### src/rtl/dma_page_composer.sv
module dma_page_composer #(
  parameter int NCH = 8
) (
  input  logic        clk,
  input  logic        rst_n,
  input  logic        io_wr,
  input  logic [3:0]  io_addr,
  input  logic [7:0]  io_wdata,
  output logic [7:0]  io_rdata,
  input  logic [2:0]  ch_sel,
  input  logic [15:0] ch_addr,
  output logic [23:0] sys_addr,
  input  logic [2:0]  chk_chan,
  input  logic [23:0] chk_start,
  input  logic [17:0] chk_len,
  output logic        chk_ok
);
  localparam logic [17:0] BYTE_MAX = 18'd65536;
  localparam logic [17:0] WORD_MAX = 18'd131072;

  logic [7:0]      page_q [NCH];
  logic [8*NCH-1:0] pages_flat;

  function automatic logic [3:0] decode(input logic [3:0] off);
    case (off)
      4'h7: decode = 4'b1000;
      4'h3: decode = 4'b1001;
      4'h1: decode = 4'b1010;
      4'h2: decode = 4'b1011;
      4'hF: decode = 4'b1100;
      4'hB: decode = 4'b1101;
      4'h9: decode = 4'b1110;
      4'hA: decode = 4'b1111;
      default: decode = 4'b0000;
    endcase
  endfunction

  logic [3:0] wr_dec, rd_dec;
  logic       wr_hit;
  logic [2:0] wr_ch;
  assign wr_dec = decode(io_addr);
  assign rd_dec = wr_dec;
  assign wr_hit = wr_dec[3];
  assign wr_ch  = wr_dec[2:0];

  always_ff @(posedge clk) begin
    if (!rst_n) begin
      for (int i = 0; i < NCH; i++) page_q[i] <= '0;
    end else if (io_wr && wr_hit) begin
      page_q[wr_ch] <= io_wdata;
    end
  end

  always_comb
    for (int i = 0; i < NCH; i++) pages_flat[8*i +: 8] = page_q[i];

  assign io_rdata = rd_dec[3] ? page_q[rd_dec[2:0]] : 8'h00;

  logic [7:0] sel_page;
  assign sel_page = page_q[ch_sel];
  assign sys_addr = ch_sel[2] ? {sel_page[7:1], ch_addr, 1'b0}
                              : {sel_page, ch_addr};

  logic        wide;
  logic [24:0] last;
  logic        too_long, misaligned, crosses;
  assign wide       = chk_chan[2];
  assign last       = {1'b0, chk_start} + {7'd0, chk_len} - 25'd1;
  assign too_long   = chk_len > (wide ? WORD_MAX : BYTE_MAX);
  assign misaligned = wide && (chk_len[0] || chk_start[0]);
  assign crosses    = (chk_len != '0) &&
                      (wide ? ({1'b0, chk_start[23:17]} != last[24:17])
                            : ({1'b0, chk_start[23:16]} != last[24:16]));
  assign chk_ok     = !(too_long || misaligned || crosses);

  property p_write_lands;
    @(posedge clk) disable iff (!rst_n)
      (io_wr && wr_hit) |=> (page_q[$past(wr_ch)] == $past(io_wdata));
  endproperty
  assert_write_lands_R2: assert property (p_write_lands);

  property p_idle_hold;
    @(posedge clk) disable iff (!rst_n)
      !(io_wr && wr_hit) |=> $stable(pages_flat);
  endproperty
  assert_pages_hold_R4: assert property (p_idle_hold);

  property p_reset_zero;
    @(posedge clk) !rst_n |=> (pages_flat == '0);
  endproperty
  assert_reset_zero_R1: assert property (p_reset_zero);

  always_comb begin
    if (rst_n && chk_ok) begin
      assert_len_limit_R7: assert (chk_len <= (wide ? WORD_MAX : BYTE_MAX));
      if (wide) assert_word_even_R8: assert (!chk_len[0] && !chk_start[0]);
    end
    if (rst_n && ch_sel[2]) assert_word_lsb_R6: assert (sys_addr[0] == 1'b0);
  end
endmodule

### config.mk
export PLATFORM = sky130hd
export DESIGN_NAME = dma_page_composer
export DESIGN_NICKNAME = d
export VERILOG_FILES = /design/src/rtl/dma_page_composer.sv
export SDC_FILE = /design/constraint.sdc
export NUM_CORES = 1
export LEC_CHECK = 0
export ABC_CLOCK_PERIOD_IN_PS = 3530
export BUFFER_PORTS_ARGS = -buffer_cell sky130_fd_sc_hd__clkbuf_2
export CORE_MARGIN = 2
export CORE_UTILIZATION = 56
export DETAILED_ROUTE_END_ITERATION = 6
export PLACE_DENSITY_LB_ADDON = 0.12
export SYNTH_ARGS = -nofsm -noshare
export SYNTH_HDL_FRONTEND = slang
export SYNTH_SLANG_ARGS = --single-unit
### constraint.sdc
create_clock -name clk -period 3.53 [get_ports clk]
set_input_delay 0.353 -clock clk [delete_from_list [all_inputs] [get_ports clk]]
set_output_delay 0.353 -clock clk [all_outputs]
set_load 0.02 [all_outputs]
## Word-level counts from Yosys, hierarchy flattened

Memories as Yosys holds them, arrays and structs flattened.
Cells that the tools add are included.
Widths: inputs -> output; s select.

- Add/subtract/negate cells: 2
- Magnitude comparators: 1
- Eq/ne operators: 2
- Muxes and demuxes: 11
- Reductions and logical operators: 9

Operators by type and width:

| kind | number |
|---|---|
| $add 24x18->25 | 1 |
| $sub 25x1->25 const B | 1 |
| $gt 18x18->1 | 1 |
| $mux 18 | 1 |
| $reduce_bool 18->1 | 1 |
| $mux 17 | 1 |
| $mux 8 | 2 |
| $ne 8x9->1 | 1 |
| $ne 7x8->1 | 1 |
| $reduce_or 8->1 | 1 |
| $mux 1 | 6 |
| $logic_and 1x1->1 | 3 |
| $logic_or 1x1->1 | 3 |
| $mux 3 | 1 |
| $logic_not 1->1 | 1 |

- Bits in registers: 0
- RAM bits: 64
- Memory bits (read-only): 64
- Bits of input ports: 79
- Output and inout bits: 33
- Memories kept: 2

Memory list:

| memory | depth | width | read ports | clocked after memory_dff | wr ports | line | text |
|---|---|---|---|---|---|---|---|
| (no name shown) | 16 | 4 | 1 | 0 | 0 | 25 | `case (off)` |
| page_q | 8 | 8 | 2 | 0 | 8 | 21 | `logic [7:0] page_q [NCH];` |

## Depth between registers and ports, before layout

Gate-level depths: netlist (run 1).

- Depth in word-level cells: 7
- Mapped depth: 13
- Mapped depth without buffers: 12

## Least setup slack after synthesis (run 1)

No wires, ideal clock.

- Path kind: input port to output port
- From: input chk_start[17]
- To: output chk_ok
- Arrival time: 2.644 ns
- Required time: 3.177 ns
- Setup slack: 0.533 ns
- Stages: 13
- Buffers on the path: 1
- Cells stage by stage: inv_1 > ha_1 > inv_1 > ha_1 > clkbuf_1 > o21ai_1 > a21oi_1 > nor3b_1 > a221o_1 > a2111oi_2 > nand4b_1 > nor4_1 > a31o_1

- Longest elaborated chain between the ends: 7
- Elaborated cells between the ends (all ways): 8
- Those cells by class: 2 x add/sub; 2 x eq/ne; 1 x mux; 3 x reduce/logical

RTL lines:

| element | line | text |
|---|---|---|
| start, declared | 14 | `input logic [23:0] chk_start,` |
| $add 24x18->25 | 68 | `assign last = {1'b0, chk_start} + {7'd0, chk_len} - 25'd1;` |
| $sub 25x1->25 | 68 |  |
| $ne 8x9->1 or $ne 7x8->1 (tied branches) | 73, 72 |  |
| $mux 1 * | 72 | `(wide ? ({1'b0, chk_start[23:17]} != last[24:17])` |
| $logic_and 1x1->1 * | 71 | `assign crosses = (chk_len != '0) &&` |
| $logic_or 1x1->1 * | 74 | `assign chk_ok = !(too_long \|\| misaligned \|\| crosses);` |
| $logic_not 1->1 * | 74 |  |
| end, declared | 16 | `output logic chk_ok` |

Mark *: on every way between the ends. The rest lies on a longest branch, timed or not.

## Worst setup path after layout (run 1)

Ends and elaborated chain as after synthesis.

==> summary.txt, run 1 <==
Clock tree
  – CTS tree: yes
  – CTS Buf Count: 9
  – CTS hold repair buffers: 0
  – Clock Tree Root: clkbuf_8
  – Clk slew on worst S/H paths: 0.08 ns
  – H-tree levels: 3
  – Clock Sinks: 64
  – Max clock buf depth: 2

Placement
  – Detailed Place HPWL: 10.8 mm
  – # port buffers: 109
  – Final RePlAce weighted congestion: 0.892

Synth
  – Post-Syn Nets: 707
  – Post-synth EDFFs: 64
  – Synth Register Bits: 64
  – Synthesized cell area: 5390 sq um
  – Number of library cell types mapped by synthesis: 51
  – Cell count after synthesis: 585
  – Ys async rst share: 0%
  – Average size of a mapped cell: 9.21 sq um
  – Seq/Total Area, Yosys: 35.7%
  – Syn. warnings: 0
  – Main flop type after synthesis: edfxtp_1

Timing
  – Slew Viols, Final: 0
  – Slew Limit Headroom: 37.8%
  – Fin crit period: 3.28 ns
  – RSZ-0062 raised after global routing: no
  – Worst Max-Slew Pin Slew: 0.907 ns
  – Fmax: 0.305 GHz
  – Tcrit/Tclk final: 92.9%
  – Final hold vios: 0
  – Final hold slack: 0.375 ns
  – Setup-failing EPs final: 0
  – Setup_tns: 0 ns

Global routing
  – Overflow after GRT: 0
  – All-Layer GR Usage: 27.2%
  – First-pass GRT wire length: 21.7 mm
  – Pin count of the biggest net entering global routing: 25
  – Vias in the first global route: 4658
  – Initial antenna violation count: 0

Drt
  – Remaining antenna violation count: 0
  – DRC: 0
  – Initial DRT Pass Iterations: 6
  – Routed wire per std cell: 16.5 um
  – Detailed router's first-iteration violation count: 340
  – Final WL: 13.7 mm
  – Vias: 4845
  – Post-DR vias/cell: 5.83

Setup path
  – Critical path type: input pin to output port
  – Max FO, Critical Path: 8
  – Worst EP required: 3.18 ns
  – Critical Path AT: 2.93 ns
  – CP endpoint kind: output port
  – CP Launch Type: input pin

Floorplanning
  – Core area: 9280 sq um
  – Die extent in x: 102 um
  – Starting Density: 58.0%
  – Die area: 10400 sq um
  – I/O pin cnt: 112
  – Std-Cell Rows: 35
  – Die height: 102 um

Power
  – Worst VDD drop: 0.000289 V
  – Leakage: 2.80 nW
  – PD cells: 342 nW/um^2
  – Share of power burned in combinational logic: 32.6%
  – P_int: 0.00142 W
  – Clock share of power: 25.2%
  – P_sw: 0.000725 W
  – Reg power frac: 42.3%
  – Switching fraction of total power: 33.8%

Cells and area
  – Layout overhead on the synthesized area: 16.3%
  – Max reg flops: 64
  – N_diodes: 0
  – Number of nets in the layout: 819
  – Top Registers: page_q x64
  – Largest Register: page_q
  – Layout cell share with drive strength beyond 1: 25.6%

Run status
  – Status: completed

Run
  – Maxcap violations: 0

Worst hold path
  – HP Class: input pin to flip-flop
-- metrics by stage --
| step | cells | utilization (%) | area, sq um | total power, W | setup slack [ns] |
|---|---|---|---|---|---|
| 6_report | 831 | 67.5 | 6260 | 0.00214 | 0.251 |
| 5_1_grt | 831 | 67.5 | 6260 | 0.00226 | 0.0340 |
| 4_1_cts | 831 | 67.4 | 6260 | 0.00213 | 0.133 |
| 3_5_place_dp | 815 | 65.7 | 6100 | 0.00161 | 0.157 |
| 3_3_place_gp | 815 | 65.7 | 6100 | 0.00159 | 0.205 |
| 2_1_floorplan | 585 | - | 5390 | 0.00139 | 0.533 |
-- per-layer routing --
metal  vias up  GRT usage, %  share of wire, %
li1       2311             -                 -
met1      2246          37.0                44
met2       259          44.1                46
met3        29          6.77               9.4
met4         0          6.36               1.5
met5         -             0                 0
-- cells by family after synthesis --
| group | synth area share (%) |
|---|---|
| AND/OR/NAND/NOR | 20.0 |
| AO/OA/AOI/OAI | 13.3 |
| buffers and inverters | 7.06 |
| flip-flops | 35.7 |
| multiplexers | 12.7 |
| adder cells (fa/ha/maj) | 9.99 |
| XOR/XNOR | 1.30 |
-- synthesized netlist by cell type (all sizes together) (2+ instances only) --
library cell / n / area [sq um]
a211oi: 2 / 15.0
a21o: 3 / 30.0
a21oi: 29 / 145
a221oi: 2 / 17.5
a31o: 2 / 17.5
a31oi: 13 / 81.3
and2: 65 / 407
buf: 3 / 20.0
clkbuf: 16 / 60.1
edfxtp: 64 / 1920
ha: 43 / 538
inv: 80 / 300
mux2: 24 / 270
mux2i: 3 / 30.0
mux4: 17 / 383
nand2: 58 / 218
nand2b: 5 / 31.3
nand3: 9 / 45.0
nand4: 11 / 68.8
nor2: 37 / 139
nor2b: 5 / 31.3
nor3: 8 / 40.0
nor3b: 2 / 15.0
nor4: 7 / 43.8
o21a: 4 / 30.0
o21ai: 39 / 195
o21bai: 2 / 15.0
o221ai: 7 / 61.3
o31ai: 2 / 15.0
xnor2: 3 / 26.3
xor2: 5 / 43.8
-- placed cells by master (no fill, tap or decap), types with 7 or more instances in the layout --
master and count:
inv_1 80, clkbuf_8 9, a21oi_1 29, clkbuf_2 109
nor3_1 8, buf_4 11, mux4_2 17, nand4_1 11
and2_1 65, o21ai_0 28, nor2_1 37, nor4_1 7
ha_1 43, o221ai_1 7, mux2_2 24, edfxtp_1 64
o21ai_1 11, a31oi_1 13, nand2_1 58, nand3_1 9
-- final cells by class --
| class | instances | area [sq um] |
|---|---|---|
| multi-input combinational | 422 | 3090 |
| inverter | 80 | 300 |
| timing repair buffer | 120 | 628 |
| fill | 809 | 3020 |
| sequential | 64 | 1920 |
| clock buffer | 10 | 128 |
| clock inverter | 6 | 36.3 |
| tap | 129 | 161 |
-- power by group through the flow --
stage	Combinational (W)	Clock, W	Sequential (W)
2_1_floorplan	0.000478	0	0.000911
3_3_place_gp	0.000671	0	0.000921
3_5_place_dp	0.000688	0	0.000922
4_1_cts	0.000692	0.000537	0.000906
5_1_grt	0.000772	0.000577	0.000911
6_report	0.000698	0.000539	0.000907
-- final timing paths --
path                 startpoint                         end  slack [ns]  cells past startpoint
setup / recovery  chk_start[17]                      chk_ok        0.25                     14
hold / removal      io_wdata[5]  page_q[2][5]$_SDFFCE_PN0P_        0.37                      2
-- critical path, stage by stage --
cell and delay, ns:
clkbuf_2 0.11, inv_1 0.05, ha_1 0.26, inv_1 0.04
ha_1 0.43, o21ai_1 0.11, a21oi_1 0.15, nor3b_1 0.07
a221o_1 0.29, a2111oi_2 0.33, nand4b_1 0.14, nor4_1 0.26
a31o_1 0.18, clkbuf_2 0.16
-- timing repair --
action,in CTS,in global routing
resized for setup,0,1
buffers inserted,0,0
endpoints found under the setup margin,0,1
Power figures use the tool's default switching activity.
==> run 2: changes to the inputs <==
ABC_AREA = 1   (was not set)
CORE_UTILIZATION = 57   (was 56)
==> run 2 against run 1 <==
Against the previous run:
- via count rose by 18%
- clock power rose by 1%
- combinational power up 8.3%
- critical path type unchanged
- routed wire length up 12%
- cell area grew 5.3%
- highest routed layer unchanged
- fmax grew 16%
- total power grew 2.8%
- synthesized cell count increased by 46%
==> summary.txt, run 2 <==
Floorplanning
  – I/O pin cnt: 112
  – Die extent in x: 104 um
  – Die area: 10900 sq um
  – Starting Density: 58.9%
  – Die height: 104 um
  – Core area: 9770 sq um
  – Std-Cell Rows: 36

Cells and area
  – Most common cell after layout, fill and taps aside: nand2_1
  – Most frequent cells in the layout: nand2_1, inv_1, nor2_1, clkbuf_2, o21ai_0
  – Final Non-Filler Cells: 1096
  – Largest Register: page_q
  – Layout overhead on the synthesized area: 14.6%
  – Max reg flops: 64
  – FILL cells: 875
  – N_diodes: 0
  – Number of nets in the layout: 1080
  – Layout cell share with drive strength beyond 1: 17.3%
  – Final Instance Area: 6600 sq um
  – Top Registers: page_q x64

Timing
  – Setup-failing EPs final: 0
  – Setup_tns: 0 ns
  – Setup ws final: 0.694 ns
  – Fin crit period: 2.84 ns
  – RSZ-0062 raised after global routing: no
  – Fmax: 0.353 GHz
  – Tcrit/Tclk final: 80.3%
  – Slew Viols, Final: 0
  – Worst Max-Slew Pin Slew: 0.847 ns
  – Slew Limit Headroom: 43.5%
  – Final hold vios: 0

Clock tree
  – Clk slew on worst S/H paths: 0.07 ns
  – Clock Tree Root: clkbuf_8
  – Clock Sinks: 64
  – CTS hold repair buffers: 0
  – Max clock buf depth: 2
  – PostCTS Resize Cnt: 0
  – Post-CTS setup buffer count: 0
  – H-tree levels: 3
  – CTS tree: yes
  – CTS Buf Count: 9

Power
  – PD cells: 334 nW/um^2
  – Total power: 0.00220 W
  – Leakage: 3.54 nW
  – Worst VDD drop: 0.000344 V

Drt
  – Post-DR vias/cell: 5.22
  – Routed wire per std cell: 14.0 um
  – Detailed router's first-iteration violation count: 355
  – DRC: 0
  – Remaining antenna violation count: 0
  – Initial DRT Pass Iterations: 6
  – Vias: 5717
  – Final WL: 15.3 mm

Synth
  – Cell count after synthesis: 852
  – Ys async rst share: 0%
  – Top cell type's share of synthesized area: 33.4%
  – Commonest cells post-synth: nand2_1, inv_1, nor2_1, o21ai_0, edfxtp_1
  – Synthesized cell area: 5760 sq um
  – Syn. warnings: 0
  – Post-Syn Nets: 974
  – Seq/Total Area, Yosys: 33.4%
  – Post-synth EDFFs: 64
  – Synth top area cells: edfxtp_1, nand2_1, inv_1
  – Synth Register Bits: 64
  – Number of library cell types mapped by synthesis: 38
  – Area leader, netlist: edfxtp_1
  – Main flop type after synthesis: edfxtp_1
  – Most frequent cell after synthesis: nand2_1
  – Average size of a mapped cell: 6.76 sq um

Placement
  – # port buffers: 109
  – Area after DPL: 6420 sq um
  – Detailed Place HPWL: 12.5 mm
  – Pre-CTS setup slack: 0.692 ns
  – Post-Place Cells: 1080
  – Final RePlAce weighted congestion: 0.957

Global routing
  – Vias in the first global route: 5657
  – Pin count of the biggest net entering global routing: 33
  – First-pass GRT wire length: 25.1 mm
  – Overflow after GRT: 0
  – All-Layer GR Usage: 28.8%
  – Initial antenna violation count: 0

Setup path
  – Critical path type: input pin to output port
  – Worst EP required: 3.18 ns
  – Max FO, Critical Path: 4
  – Critical Path AT: 2.48 ns
  – CP Launch Type: input pin
  – CP endpoint kind: output port

Worst hold path
  – Hold Path End: page_q[6][5]$_SDFFCE_PN0P_
  – Hold depth: 3
  – HP Class: input pin to flip-flop
  – Worst hold start: io_wdata[5]

Run status
  – Status: completed

Run
  – Maxcap violations: 0
[run 2: cell type report]
class                   count  area, sq um  share of cell area, %
well taps                 133          166                   2.52
clock inverters             7         48.8                  0.740
repair buffers            112          568                   8.61
multi-input cells         575         3030                   46.0
inverters                 196          736                   11.2
flip-flops and latches     64         1920                   29.1
clock buffers               9          124                   1.88
[run 2: metrics by stage]
stage	hold slack [ns]	utilization, %
3_3_place_gp	0.798	65.7
5_1_grt	0.458	67.5
6_report	0.430	67.5
4_1_cts	0.449	67.5
3_5_place_dp	0.804	65.7
2_1_floorplan	0.642	-
[run 2: worst max-delay path: stages]
cell and delay [ns]:
clkbuf_2 0.09, inv_1 0.06, ha_1 0.27, inv_1 0.04, ha_1 0.35, nand2_2 0.14
inv_2 0.05, a21oi_1 0.18, nand2_1 0.07, nor2_1 0.12, nand3_1 0.08, nand2_1 0.08
nand2_1 0.07, nor3_2 0.15, nand2_1 0.10, a21oi_2 0.12, clkbuf_2 0.17
[run 2: logic make-up (layout without fill, tap and decap cells)]
logic type	Yosys count	count (layout)	share of synthesized area, %
AOI/OAI and AO/OA	143	143	14.2
xor gates and xnor gates	8	8	1.22
adders and majority gates	43	43	9.35
buffers and inverters	213	324	13.9
DFF	64	64	33.4
muxes	1	1	0.174
and+or+nand+nor	380	380	27.8
[run 2: layer usage]
metal  global-route usage [%]  part of all wire [%]  vias to the layer above
met1                     31.3                    38                     2554
met3                     3.63                   5.9                       43
met4                     14.0                   3.8                        0
met2                     54.7                    52                      213
li1                         -                     -                     2907
met5                        0                     0                        -
[run 2: how the worst max path moves through the flow]
stage                            from     end
after floorplan           chk_len[17]  chk_ok
after global placement    chk_len[17]  chk_ok
after detailed placement  chk_len[17]  chk_ok
after CTS                 chk_len[17]  chk_ok
after global routing      chk_len[17]  chk_ok
final                     chk_len[17]  chk_ok
[run 2: power by group]
part	internal (W)	switching, W	total (W)
registers	0.000882	0.0000208	0.000903
logic	0.000255	0.000501	0.000756
clock network	0.000252	0.000293	0.000545
total	0.00139	0.000815	0.00220
==> run 3: changes to the inputs <==
ABC_CLOCK_PERIOD_IN_PS = 2500   (was 3530)
CORE_UTILIZATION = 51   (was 57)
clock period = 2.5 ns   (was 3.53 ns; I/O delays follow)
==> run 3 against run 2 <==
Against the previous run:
- final cell count grew 5.2%
- the run now ends with setup timing left
- die area grew 11%
- setup slack lost 0.86 ns
- clock power grew 120%
- total power grew 82%
- global-route usage shrank 1.9 points
- highest routed layer unchanged
- routed wire length grew 21%
- sequential power grew 41%
==> summary.txt, run 3 (same netlist as run 2, synthesis figures left out) <==
Power
  – Clock share of power: 29.9%
  – P_sw: 0.00141 W
  – Worst VDD drop: 0.000534 V
  – PD cells: 504 nW/um^2
  – Reg power frac: 31.8%
  – Leakage: 3.93 nW
  – P_int: 0.00260 W
  – Share of power burned in combinational logic: 38.3%
  – Total power: 0.00401 W
  – Switching fraction of total power: 35.1%

Floorplanning
  – Die area: 12200 sq um
  – Die extent in x: 110 um
  – Die height: 110 um
  – Core area: 10900 sq um
  – I/O pin cnt: 112
  – Std-Cell Rows: 38
  – Starting Density: 52.6%

Clock tree
  – CTS hold repair buffers: 0
  – H-tree levels: 3
  – Clk slew on worst S/H paths: 0.05 ns
  – Clock Tree Root: clkbuf_16
  – Max clock buf depth: 2
  – Clock Sinks: 64
  – CTS Buf Count: 9
  – CTS tree: yes

Setup path
  – Top cell by count, worst path: nand2_1
  – Setup crit start: chk_start[12]
  – Max FO, Critical Path: 3
  – CP max stage delay: 0.30 ns
  – CP endpoint kind: output port
  – Worst EP required: 2.25 ns
  – Slowest CP cell: ha_4
  – Critical path type: input pin to output port
  – Top delay family on crit path: simple AND/OR/NAND/NOR gates
  – Crit path buf inv count: 4
  – Critical Path AT: 2.41 ns
  – CP Cell Sequence: clkbuf_2, inv_1, ha_4, inv_2, ha_4, nand2_4, nor2_4, nand2_2, nor2_2, a21oi_2, nand2_2, nand2_1, nand2_1, nand2_1, nor3_2, nand2_1, a21oi_2, clkbuf_8
  – CP Launch Type: input pin

Timing
  – Slew Limit Headroom: 53.1%
  – Setup ws final: -0.163 ns
  – Tcrit/Tclk final: 107%
  – Fmax: 0.376 GHz
  – Final hold vios: 0
  – Setup-failing EPs final: 1
  – Slew Viols, Final: 0
  – Fin crit period: 2.66 ns
  – Worst Max-Slew Pin Slew: 0.702 ns
  – RSZ-0062 raised after global routing: yes

Global routing
  – Initial antenna violation count: 0
  – All-Layer GR Usage: 27.0%
  – Vias in the first global route: 5443
  – First-pass GRT wire length: 24.8 mm
  – Pin count of the biggest net entering global routing: 50
  – Overflow after GRT: 0

Worst hold path
  – HP Class: input pin to flip-flop
  – Worst hold start: io_wdata[3]
  – Hold depth: 3
  – Hold Path End: page_q[6][3]$_SDFFCE_PN0P_

Drt
  – Routed wire per std cell: 16.1 um
  – Vias: 6237
  – Remaining antenna violation count: 0
  – Detailed router's first-iteration violation count: 401
  – Initial DRT Pass Iterations: 5
  – Post-DR vias/cell: 5.41
  – Final WL: 18.5 mm
  – DRC: 0

Cells and area
  – Layout overhead on the synthesized area: 38.1%
  – Layout cell share with drive strength beyond 1: 36.2%
  – Max reg flops: 64
  – Largest Register: page_q
  – Number of nets in the layout: 1130
  – Top Registers: page_q x64
  – Most common cell after layout, fill and taps aside: nand2_1
  – Most frequent cells in the layout: nand2_1, inv_1, nor2_1, clkbuf_2, o21ai_0
  – N_diodes: 0
  – Finished Core Util: 72.7%

Run status
  – Status: finished with violations
  – Failing checks: setup timing

Placement
  – Final RePlAce weighted congestion: 0.927
  – # port buffers: 109
  – Detailed Place HPWL: 12.3 mm
  – Pre-CTS setup slack: -0.155 ns

Run
  – Maxcap violations: 0
-- run 3: stage by stage --
step | instances | area (sq um) | hold WS (ns) | setup TNS (ns)
3_5_place_dp | 1125 | 6730 | 0.690 | -0.155
6_report | 1153 | 7950 | 0.345 | -0.163
5_1_grt | 1153 | 7950 | 0.375 | -0.367
2_1_floorplan | 852 | 5760 | 0.539 | 0
3_3_place_gp | 1125 | 6730 | 0.689 | -0.0781
4_1_cts | 1142 | 7230 | 0.350 | 0
-- run 3: tightest hold or removal path: stages --
cell and delay, ns:
clkbuf_2 0.07, inv_1 0.12, nor2_1 0.13
-- run 3: layout make-up --
cell class | instances | area, sq um
clock buffer | 9 | 225
clock inverter | 7 | 62.6
fill | 861 | 2990
inverter | 196 | 748
multi-input combinational | 575 | 3780
sequential | 64 | 1920
tap | 140 | 175
timing repair buffer | 162 | 1040
-- run 3: power groups by stage --
stage	Clock (W)	Sequential, W	Combinational (W)
floorplan	0	0.00128	0.000753
CTS	0.00120	0.00127	0.00120
finish	0.00120	0.00127	0.00153
global route	0.00125	0.00128	0.00167
detailed placement	0	0.00129	0.00112
global placement	0	0.00129	0.00110
-- run 3: repair_timing --
item / CTS / global route
resized for setup: 33 / 166
endpoints found under the setup margin: 1 / 1
pin swaps: 11 / 79
buffers inserted: 1 / 11
-- run 3: worst max-delay path by stage --
| stage | endpoint | slack [ns] | cells past startpoint |
|---|---|---|---|
| after floorplan | chk_ok | 0.21 | 15 |
| after global placement | chk_ok | -0.08 | 17 |
| after detailed placement | chk_ok | -0.15 | 17 |
| after CTS | chk_ok | 0.002 | 17 |
| after global routing | chk_ok | -0.37 | 18 |
| final | chk_ok | -0.16 | 18 |
-- run 3: per-layer routing --
metal | routed length, um | vias to the layer above | track usage (%)
met5 | 0 | - | 0
met1 | 6580 | 2859 | 29.5
met3 | 1330 | 91 | 4.41
met4 | 1080 | 0 | 13.8
li1 | - | 3016 | -
met2 | 9550 | 271 | 49.8
